--- src/rtl/irqtc_pkg.sv ---
package irqtc_pkg;
    // Width of one mode register and total line count.
    localparam int unsigned DATA_W  = 8;
    localparam int unsigned LINES   = 16;
    localparam int unsigned BANKS   = LINES / DATA_W;

    // Register-file state: mode bits plus the latched read data.
    typedef struct packed {
        logic [LINES-1:0]  mode;
        logic [DATA_W-1:0] rdata;
    } regs_state_t;

    // Per-line conditioning state.
    typedef struct packed {
        logic prev;
        logic pending;
    } line_state_t;
endpackage

--- src/rtl/irqtc_sync.sv ---
module irqtc_sync #(
    parameter int unsigned WIDTH  = 16,
    parameter int unsigned STAGES = 2
) (
    input  logic             clk,
    input  logic             rst_n,
    input  logic [WIDTH-1:0] din,
    output logic [WIDTH-1:0] dout
);
    logic [WIDTH-1:0] stage_d [STAGES];
    logic [WIDTH-1:0] stage_q [STAGES];

    always_comb begin
        stage_d[0] = din;
        for (int s = 1; s < int'(STAGES); s++) begin
            stage_d[s] = stage_q[s-1];
        end
    end

    generate
        for (genvar g = 0; g < int'(STAGES); g++) begin : g_stage
            always_ff @(posedge clk or negedge rst_n) begin
                if (!rst_n) begin
                    stage_q[g] <= '0;
                end else begin
                    stage_q[g] <= stage_d[g];
                end
            end
        end
    endgenerate

    assign dout = stage_q[STAGES-1];
endmodule

--- src/rtl/irqtc_regs.sv ---
module irqtc_regs
    import irqtc_pkg::*;
#(
    parameter int unsigned      ADDR_W    = 16,
    parameter logic [ADDR_W-1:0] BASE_ADDR = 16'h04D0,
    parameter logic [LINES-1:0]  PROG_MASK = 16'hDEF8
) (
    input  logic              clk,
    input  logic              rst_n,
    input  logic [ADDR_W-1:0] io_addr,
    input  logic [DATA_W-1:0] io_wdata,
    input  logic              io_wr,
    input  logic              io_rd,
    output logic [DATA_W-1:0] io_rdata,
    output logic [LINES-1:0]  mode_vec
);
    regs_state_t st_d, st_q;

    always_comb begin
        st_d = st_q;
        for (int b = 0; b < int'(BANKS); b++) begin
            // A read sees the value held before any same-cycle write.
            if (io_rd && io_addr == BASE_ADDR + ADDR_W'(b)) begin
                st_d.rdata = st_q.mode[b*DATA_W +: DATA_W];
            end
            if (io_wr && io_addr == BASE_ADDR + ADDR_W'(b)) begin
                st_d.mode[b*DATA_W +: DATA_W] =
                    io_wdata & PROG_MASK[b*DATA_W +: DATA_W];
            end
        end
        if (io_rd && (io_addr < BASE_ADDR ||
                      io_addr >= BASE_ADDR + ADDR_W'(BANKS))) begin
            st_d.rdata = '0;
        end
    end

    always_ff @(posedge clk or negedge rst_n) begin
        if (!rst_n) begin
            st_q <= '0;
        end else begin
            st_q <= st_d;
        end
    end

    assign io_rdata = st_q.rdata;
    assign mode_vec = st_q.mode;
endmodule

--- src/rtl/irqtc_line.sv ---
module irqtc_line
    import irqtc_pkg::*;
(
    input  logic clk,
    input  logic rst_n,
    input  logic sync_in,
    input  logic level_mode,
    input  logic ack,
    output logic req
);
    line_state_t st_d, st_q;
    logic        rise;

    always_comb begin
        st_d      = st_q;
        rise      = sync_in & ~st_q.prev;
        st_d.prev = sync_in;
        if (level_mode) begin
            st_d.pending = 1'b0;        // stale edge dropped on switch
        end else if (rise) begin
            st_d.pending = 1'b1;        // new edge beats acknowledge
        end else if (ack) begin
            st_d.pending = 1'b0;
        end
    end

    always_ff @(posedge clk or negedge rst_n) begin
        if (!rst_n) begin
            st_q <= '0;
        end else begin
            st_q <= st_d;
        end
    end

    assign req = level_mode ? sync_in : st_q.pending;
endmodule

--- src/rtl/irq_trigger_cond.sv ---
module irq_trigger_cond
    import irqtc_pkg::*;
#(
    parameter int unsigned       ADDR_W      = 16,
    parameter logic [ADDR_W-1:0] BASE_ADDR   = 16'h04D0,
    parameter logic [LINES-1:0]  PROG_MASK   = 16'hDEF8,
    parameter int unsigned       SYNC_STAGES = 2
) (
    input  logic              clk,
    input  logic              rst_n,
    input  logic [ADDR_W-1:0] io_addr,
    input  logic [DATA_W-1:0] io_wdata,
    input  logic              io_wr,
    input  logic              io_rd,
    output logic [DATA_W-1:0] io_rdata,
    input  logic [LINES-1:0]  irq_in,
    input  logic [LINES-1:0]  irq_ack,
    output logic [LINES-1:0]  req_out
);
    logic [LINES-1:0] mode_vec;
    logic [LINES-1:0] irq_sync;

    irqtc_regs #(
        .ADDR_W   (ADDR_W),
        .BASE_ADDR(BASE_ADDR),
        .PROG_MASK(PROG_MASK)
    ) u_regs (
        .clk     (clk),
        .rst_n   (rst_n),
        .io_addr (io_addr),
        .io_wdata(io_wdata),
        .io_wr   (io_wr),
        .io_rd   (io_rd),
        .io_rdata(io_rdata),
        .mode_vec(mode_vec)
    );

    irqtc_sync #(
        .WIDTH (LINES),
        .STAGES(SYNC_STAGES)
    ) u_sync (
        .clk  (clk),
        .rst_n(rst_n),
        .din  (irq_in),
        .dout (irq_sync)
    );

    generate
        for (genvar i = 0; i < int'(LINES); i++) begin : g_line
            irqtc_line u_line (
                .clk       (clk),
                .rst_n     (rst_n),
                .sync_in   (irq_sync[i]),
                .level_mode(mode_vec[i]),
                .ack       (irq_ack[i]),
                .req       (req_out[i])
            );
        end
    endgenerate
endmodule

--- config.mk ---
export PLATFORM = sky130hd
export DESIGN_NAME = irq_trigger_cond
export DESIGN_NICKNAME = d
export VERILOG_FILES = /design/src/rtl/irqtc_pkg.sv /design/src/rtl/irqtc_sync.sv /design/src/rtl/irqtc_regs.sv /design/src/rtl/irqtc_line.sv /design/src/rtl/irq_trigger_cond.sv
export SDC_FILE = /design/constraint.sdc
export NUM_CORES = 1
export LEC_CHECK = 0
export BUFFER_PORTS_ARGS = -buffer_cell sky130_fd_sc_hd__buf_4
export CORE_MARGIN = 1
export CORE_UTILIZATION = 55
export DETAILED_ROUTE_END_ITERATION = 10
export HOLD_SLACK_MARGIN = 0.06
export PLACE_DENSITY = 0.93
export SYNTH_ARGS = -nofsm -noshare
export SYNTH_HDL_FRONTEND = slang
export SYNTH_SLANG_ARGS = --single-unit
--- constraint.sdc ---
create_clock -name clk -period 1.6 [get_ports clk]
set_clock_uncertainty 0.1 [all_clocks]
set_input_delay 0.32 -clock clk [delete_from_list [all_inputs] [get_ports clk]]
set_output_delay 0.32 -clock clk [all_outputs]
set_load 0.02 [all_outputs]
# ---- Word-level counts from Yosys, hierarchy flattened
# Cells that the tools add are included.
dict set report word_totals {
  ff_bits 83
  latchBits 0
  ram_bits 0
  romBits 0
  inputBits 60
  out_inout_bits 24
  wordCells 153
  memories 0
}
dict set report classes {
  add_sub_neg 0
  mul 0
  div 0
  magnitude_cmp 2
  eq_ne 2
  shift 0
  n_mux 57
  n_bitwise 32
  n_reduce_logical 23
}
# op n
set op_table {}
lappend op_table {{two-way mux 1 bit} 54}
lappend op_table {{nonzero test 3 bit} 12}
lappend op_table {{equality test 16 x 11 -> 1 bit (second input constant)} 2}
lappend op_table {{two-way mux 8 bit} 3}
lappend op_table {{AND 1 bit} 16}
lappend op_table {{>= comparator 16 x 11 -> 1 bit (second input constant)} 1}
lappend op_table {{less-than comparator 16 x 11 -> 1 bit (second input constant)} 1}
lappend op_table {{NOT 1 bit} 16}
lappend op_table {{nonzero test 2 bit} 5}
lappend op_table {{logical AND 1 bit} 5}
lappend op_table {{logical OR 1 bit} 1}

# ---- Depth between registers and ports, before layout
# Gate-level depths: netlist (run 1).
dict set report logic_depth {
  word_depth 5
  ltp_mapped 5
  ltp_nobuf 4
}

# ---- Cells and area by module
# A second synthesis (run 1) with hierarchy kept.
dict set report unflattened {
  cells_unflattened 190
  hier_area_um2 3002.9
}
# mod n_inst cells_each area_each_um2 seq_area_each_um2
set by_module_without_submodules {}
lappend by_module_without_submodules {irqtc_line 16 6 85.1 50.0}
lappend by_module_without_submodules {irqtc_regs 1 62 840.8 450.4}
lappend by_module_without_submodules {irqtc_sync 1 32 800.8 800.8}

# ---- Worst setup path after synthesis (run 1)
# Ideal clock, no wire load.
dict set report synth_timing {
  kind {input-to-reg}
  startpoint {input port io_addr[5]}
  endpoint {register u_regs.st_q (netlist bit u_regs.mode_vec[3])}
  setup_ns 0.125
  t_arrival_ns 1.432
  required_ns 1.375
  setup_slack_ns -0.057
  stages 4
  path_cell_list {nor4b_4 -> nand4_2 -> nor3b_4 -> mux2_2}
}
dict set report synth_via {
  elab_chain_cells 2
}
# element line
set synth_rtl {}
lappend synth_rtl {{start, declared} irq_trigger_cond.sv:11} ;# input logic [ADDR_W-1:0] io_addr,
lappend synth_rtl {{equality test 16 x 11 -> 1 bit} irqtc_regs.sv:26} ;# if (io_wr && io_addr == BASE_ADDR + ADDR_W'(b)) begin
lappend synth_rtl {{logical AND 1 bit} irqtc_regs.sv:26}
lappend synth_rtl {{end signal, assigned} irqtc_regs.sv:41} ;# st_q <= st_d;
lappend synth_rtl {{end, declared} irqtc_regs.sv:17} ;# regs_state_t st_d, st_q;
# No other way between the ends.
# A chain may end at the register's enable or synchronous reset.

# ---- Final worst setup path (run 1)
dict set report layout_timing {
  startpoint {register u_regs.st_q (netlist bit u_regs.mode_vec[9])}
  endpoint {output port req_out[9]}
}
dict set report layout_via {
  elab_chain_cells 1
}
# element line
set layout_rtl {}
lappend layout_rtl {{two-way mux 1 bit} irqtc_line.sv:35} ;# assign req = level_mode ? sync_in : st_q.pending;
lappend layout_rtl {{end, declared} irq_trigger_cond.sv:18} ;# output logic [LINES-1:0] req_out
# No other way between the ends.

==> results.json, run 1 <==
{
  "finalSetupViolCount": 10,
  "cts_buffer_depth": 2,
  "crit_path_max_fanout": 4,
  "overflow": 0,
  "violations": "setup timing",
  "syn-num-nets": 264,
  "worstSetupEndpointType": "output pin",
  "outcome": "finished, violations left",
  "drt-vias-per-instance": 4.81,
  "crit_arrival_ns": 1.23,
  "fin_area_um2": 4150,
  "rsz0062_at_grt": "yes",
  "synthesis.instances": 204,
  "initial_core_util_pct": 57.7,
  "max-cap-violations": 0,
  "finalWirelength_mm": 5.94,
  "vias": 1877,
  "final_nets": 375,
  "setup_ws_ns": -0.0466,
  "diodes": 0,
  "critPathRequiredTime_ns": 1.18,
  "ant_nets": 0,
  "hold_slack_ns": 0.0805,
  "ys_async_sr_fraction_pct": 100,
  "htreeDepth": 3,
  "io_buffer_count": 81,
  "drtPass1Iterations": 4,
  "cts_tree": "yes",
  "wire_per_inst_um": 15.2,
  "hold_depth": 2,
  "cp-start-kind": "flip-flop",
  "dpl-instance-area_um2": 3590,
  "dieArea_um2": 5690,
  "hp-class": "input pin to flip-flop",
  "worstSetupPathType": "flip-flop to output pin",
  "gp_congestion": 0.758,
  "grt_pass1_wl_mm": 8.95,
  "synth_commonest_cells": "dfrtp_1, mux2_2, nand2b_1",
  "clk_latency_ns": 0.34,
  "synth-edff-count": 0,
  "ys.flop_type": "dfrtp_1",
  "rows": 26,
  "powerDensity_nw_per_um2": 991,
  "reg2regPathDepth": 3,
  "antenna_found_initial": 0,
  "period_needed_ns": 1.65,
  "syn_area_um2": 2960,
  "yosysUniqueCellTypes": 23,
  "synth_top_area_share_pct": 69.2,
  "synth.most_common_cell": "dfrtp_1",
  "die_x_um": 75.4,
  "drive_above_1_share_pct": 44.7,
  "n_fill_cell": 318,
  "drv_slew": 0,
  "cts_made_buffers": 9,
  "drt-initial-drc-count": 83,
  "drc_errors": 0,
  "hpwl_mm": 3.80,
  "post-route-period-util_pct": 103,
  "area_growth_pct": 39.9,
  "avgSynthCellArea_um2": 14.5,
  "core_um2": 5140,
  "synth.area.top_cells": "dfrtp_1, mux2_2, nand2b_1",
  "ir_drop_mv": 0.799,
  "ys_seq_area_share_pct": 69.2,
  "clock-sinks": 82,
  "synth_area_leader_cell": "dfrtp_1",
  "root_buffer": "clkbuf_8",
  "p_leak_nw": 2.02,
  "max_freq_ghz": 0.607,
  "yosysWarnings": 0,
  "grt_start_max_net_pins": 52,
  "synth_seq_cells": 82,
  "grtUsageTotal_pct": 22.9,
  "die_h_um": 75.4,
  "hold_violations": 0,
  "ios": 84,
  "clkTransAtPathRegs_ns": 0.08,
  "grt_pass1_vias": 1961
}
==> where the power goes <==
group / switching (mW) / total [mW] / internal, mW
logic: 0.189 / 0.448 / 0.259
clock network: 0.679 / 1.44 / 0.765
registers: 0.0485 / 2.22 / 2.17
==> layout make-up <==
class | count | area (µm²) | area share (%)
sequential | 82 | 2050 | 49.5
timing repair buffer | 120 | 1000 | 24.2
multi-input combinational | 84 | 739 | 17.8
clock buffer | 12 | 145 | 3.50
tap | 70 | 87.6 | 2.11
inverter | 18 | 67.6 | 1.63
clock inverter | 4 | 51.3 | 1.24
==> worst max-delay path: stages (launching register included) <==
cell and delay (ns):
dfrtp_1 0.42, mux2_4 0.33, buf_6 0.13
==> cells in the final DEF, fill, tap and decap left out <==
master          n
a21oi_1        11
and4bb_2        1
buf_12          1
buf_4          88
buf_6          11
bufinv_16       1
clkbuf_1        2
clkbuf_8       10
clkinv_2        1
clkinv_4        1
clkinvlp_4      1
conb_1          1
dfrtp_1        82
dlygate4sd3_1  20
inv_1          18
mux2_2         11
mux2_4         11
mux2i_1         4
nand2_1         3
nand2b_1       22
nand4_1         1
nand4_2         1
nor2_2          1
nor3b_1         1
nor3b_4         1
nor4_4          1
nor4b_4         1
o22ai_1        11
o32ai_2         1
or3b_1          1
==> layer usage <==
metal  vias up  routed length, µm  global-route usage [%]
met5         -                  0                       0
met4         0                 65                    8.64
met3         5                332                    7.28
met2        66               3180                    39.8
met1       926               2360                    26.8
li1        880                  -                       -
==> stage by stage <==
stage	power [mW]	util (%)	setup slack, ns	TNS, ns	instances
after detailed placement	2.62	69.8	-0.273	-3.93	343
final	4.11	80.7	-0.0466	-0.135	390
after global placement	2.60	69.8	-0.224	-3.15	343
after global routing	4.27	80.7	-0.0886	-0.551	390
after CTS	4.14	80.3	-0.0509	-0.242	388
after floorplan	2.43	-	-0.0370	-0.240	204
==> what timing repair did <==
action,4_1_cts,5_1_grt
setup buffers,9,2
endpoints found under the hold margin,101,0
gates resized for setup,21,1
hold buffers,20,0
endpoints found under the setup margin,11,11
==> logic make-up (layout without fill, tap and decap cells) <==
logic type | count (synthesis) | in the layout | share of synthesized area, %
AOI/OAI and AO/OA | 23 | 23 | 4.73
buffers and inverters | 38 | 154 | 7.22
muxes | 26 | 26 | 9.71
DFF | 82 | 82 | 69.2
other | 1 | 1 | 0.127
and+or+nand+nor | 34 | 34 | 8.99
==> flip-flops by register name (all words and copies together) (netlist names) <==
name                cells
g_line.u_line.st_q     32
u_regs.io_rdata         7
u_regs.mode_vec        11
u_sync.dout            16
u_sync.stage_d         16
==> worst paths after layout <==
| kind | to | slack (ns) | startpoint |
|---|---|---|---|
| max | req_out[9] | -0.05 | u_regs.mode_vec[9]$_DFFE_PN0P_ |
| min | g_line[2].u_line.st_q[0]$_DFFE_PN0P_ | 0.08 | irq_ack[2] |
| max reg2reg | u_regs.mode_vec[7]$_DFFE_PN0P_ | 0.45 | u_regs.mode_vec[7]$_DFFE_PN0P_ |
| min reg2reg | u_sync.dout[13]$_DFF_PN0_ | 0.25 | u_sync.stage_d[13]$_DFF_PN0_ |
| max in group asynchronous | u_sync.stage_d[11]$_DFF_PN0_ | 0.65 | rst_n |
| min in group asynchronous | u_sync.stage_d[14]$_DFF_PN0_ | 0.39 | rst_n |
No activity file was read; power rests on OpenSTA's default activity.
==> run 2: changes to the inputs <==
--- a/config.mk
+++ b/config.mk
@@ -6,11 +6,12 @@
 export NUM_CORES = 1
 export LEC_CHECK = 0
 export BUFFER_PORTS_ARGS = -buffer_cell sky130_fd_sc_hd__buf_4
+export CAP_MARGIN = 40
 export CORE_MARGIN = 1
-export CORE_UTILIZATION = 55
+export CORE_UTILIZATION = 50
 export DETAILED_ROUTE_END_ITERATION = 10
 export HOLD_SLACK_MARGIN = 0.06
-export PLACE_DENSITY = 0.93
+export PLACE_DENSITY = 0.86
 export SYNTH_ARGS = -nofsm -noshare
 export SYNTH_HDL_FRONTEND = slang
 export SYNTH_SLANG_ARGS = --single-unit
==> results.json, run 2 (synthesis gave the netlist of run 1 again) <==
{
  "outcome": "finished, violations left",
  "violations": "setup timing",
  "stdcell_count": 393,
  "p_comb_share_pct": 10.4,
  "diodes": 0,
  "hp-class": "input pin to flip-flop",
  "period_needed_ns": 1.63,
  "post-route-period-util_pct": 102,
  "met2_length_mm": 3.12,
  "p_leak_nw": 2.04,
  "initial_core_util_pct": 52.9,
  "root_buffer": "clkbuf_8",
  "finalWirelength_mm": 6.01,
  "hold_violations": 0,
  "drt-vias-per-instance": 4.82,
  "hpwl_mm": 3.49,
  "max_freq_ghz": 0.612,
  "clkTransAtPathRegs_ns": 0.08,
  "p_int_mw": 3.35,
  "powerDensity_nw_per_um2": 1020,
  "cpPeakStageDelay_ns": 0.42,
  "max-cap-violations": 0,
  "ant_nets": 0,
  "worstSetupEndpointType": "output pin",
  "cp_top_family": "flip-flops",
  "path_cells": "mux2_4 -> buf_6",
  "crit_arrival_ns": 1.21,
  "drt-initial-drc-count": 42,
  "die_x_um": 79.0,
  "largest_register": "g_line.u_line.st_q",
  "worstSetupPathType": "flip-flop to output pin",
  "cts_tree": "yes",
  "setup_ws_ns": -0.0344,
  "dieArea_um2": 6240,
  "most-common-layout-cells": "buf_4, dfrtp_1, nand2b_1, dlygate4sd3_1, inv_1",
  "area_growth_pct": 41.5,
  "finalSetupViolCount": 9,
  "drtPass1Iterations": 4,
  "drv_slew": 0,
  "cp-start-kind": "flip-flop",
  "ir_drop_mv": 0.886,
  "drive_above_1_share_pct": 44.9,
  "cts_made_buffers": 9,
  "die_h_um": 79.0,
  "rsz0062_at_grt": "yes",
  "gp_congestion": 0.682,
  "drc_errors": 0,
  "place_ws_ns": -0.308,
  "ios": 84,
  "grtUsageTotal_pct": 21.1,
  "clockPowerShare_pct": 37.9,
  "core_um2": 5610,
  "p_seq_share_pct": 51.7,
  "clock-sinks": 82,
  "grt_pass1_vias": 2032,
  "dr_wl_met3_um": 335,
  "htreeDepth": 3,
  "wl_met1_mm": 2.42,
  "final_common_cell": "buf_4",
  "critPathRequiredTime_ns": 1.18,
  "cp_slowest_cell": "dfrtp_1",
  "wire_per_inst_um": 15.3,
  "rows": 27,
  "grt_pass1_wl_mm": 9.53,
  "final_nets": 376,
  "swShare_pct": 21.8,
  "antenna_found_initial": 0,
  "crit_path_max_fanout": 2,
  "highest_layer": "met4",
  "cts_buffer_depth": 2,
  "vias": 1893,
  "dp.cells": 340,
  "largest_register_ffs": 32,
  "switching_power_mw": 0.936,
  "overflow": 0,
  "clk_latency_ns": 0.34,
  "grt_start_max_net_pins": 83,
  "power_mw": 4.28,
  "crit_buf_inv": 1,
  "setup_tns_ns": -0.145,
  "postLayoutCoreUtil_pct": 74.8,
  "io_buffer_count": 81
}
==> run 2: cell count changes in the layout (fill, tap and decap cells not counted), sizes merged <==
cell,before,now
dlygate4sd3,20,22
buf,100,99
bufinv,1,2
clkbuf,12,11
==> run 2: worst register-to-register path, delay by kind of cell, from the launching register on <==
kind / cells / cell delay [ns]
buffers and inverters: 2 / 0.29
DFF: 1 / 0.42
muxes: 1 / 0.25
==> run 2: through the flow <==
step                cell area, µm²  hold slack (ns)
floorplan                     2960          -0.0756
global placement              3550            0.231
detailed placement            3550            0.235
CTS                           4160           0.0975
global route                  4190           0.0990
finish                        4190            0.109
==> run 2: worst paths after layout <==
kind | slack [ns] | cells past startpoint | from | to
worst max-delay path | -0.03 | 2 | u_regs.mode_vec[6]$_DFFE_PN0P_ | req_out[6]
worst min-delay path | 0.11 | 2 | io_wdata[1] | u_regs.mode_vec[9]$_DFFE_PN0P_
worst max register to register | 0.43 | 3 | u_regs.mode_vec[6]$_DFFE_PN0P_ | u_regs.mode_vec[6]$_DFFE_PN0P_
worst min register to register | 0.25 | 0 | u_sync.stage_d[6]$_DFF_PN0_ | u_sync.dout[6]$_DFF_PN0_
max in group asynchronous | 0.62 | 3 | rst_n | g_line[11].u_line.st_q[0]$_DFFE_PN0P_
min in group asynchronous | 0.41 | 3 | rst_n | u_sync.stage_d[6]$_DFF_PN0_
==> run 2: final cells by class <==
type / instances / area, µm²
Timing Repair Buffer: 121 / 1020
Fill cell: 382 / 1410
Inverter: 18 / 67.6
Tap cell: 72 / 90.1
Clock inverter: 5 / 77.6
Multi-Input combinational cell: 84 / 748
Sequential cell: 82 / 2050
Clock buffer: 11 / 141
==> run 2: metal layers <==
| layer | global-route usage [%] | vias up |
|---|---|---|
| li1 | - | 883 |
| met1 | 24.8 | 934 |
| met2 | 36.4 | 64 |
| met3 | 5.06 | 12 |
| met4 | 10.0 | 0 |
| met5 | 0 | - |
==> run 2: timing repair <==
action / in CTS / in global routing
endpoints found under the hold margin: 103 / 0
resized for setup: 20 / 4
hold buffers: 22 / 0
setup buffers: 12 / 3
pin swaps: 0 / 2
endpoints found under the setup margin: 11 / 16
==> run 2: power by group through the flow <==
stage / Combinational (mW) / Clock, mW / Sequential (mW)
finish: 0.445 / 1.62 / 2.21
global route: 0.481 / 1.73 / 2.23
CTS: 0.443 / 1.65 / 2.21
detailed placement: 0.366 / 0 / 2.25
global placement: 0.358 / 0 / 2.24
floorplan: 0.193 / 0 / 2.24
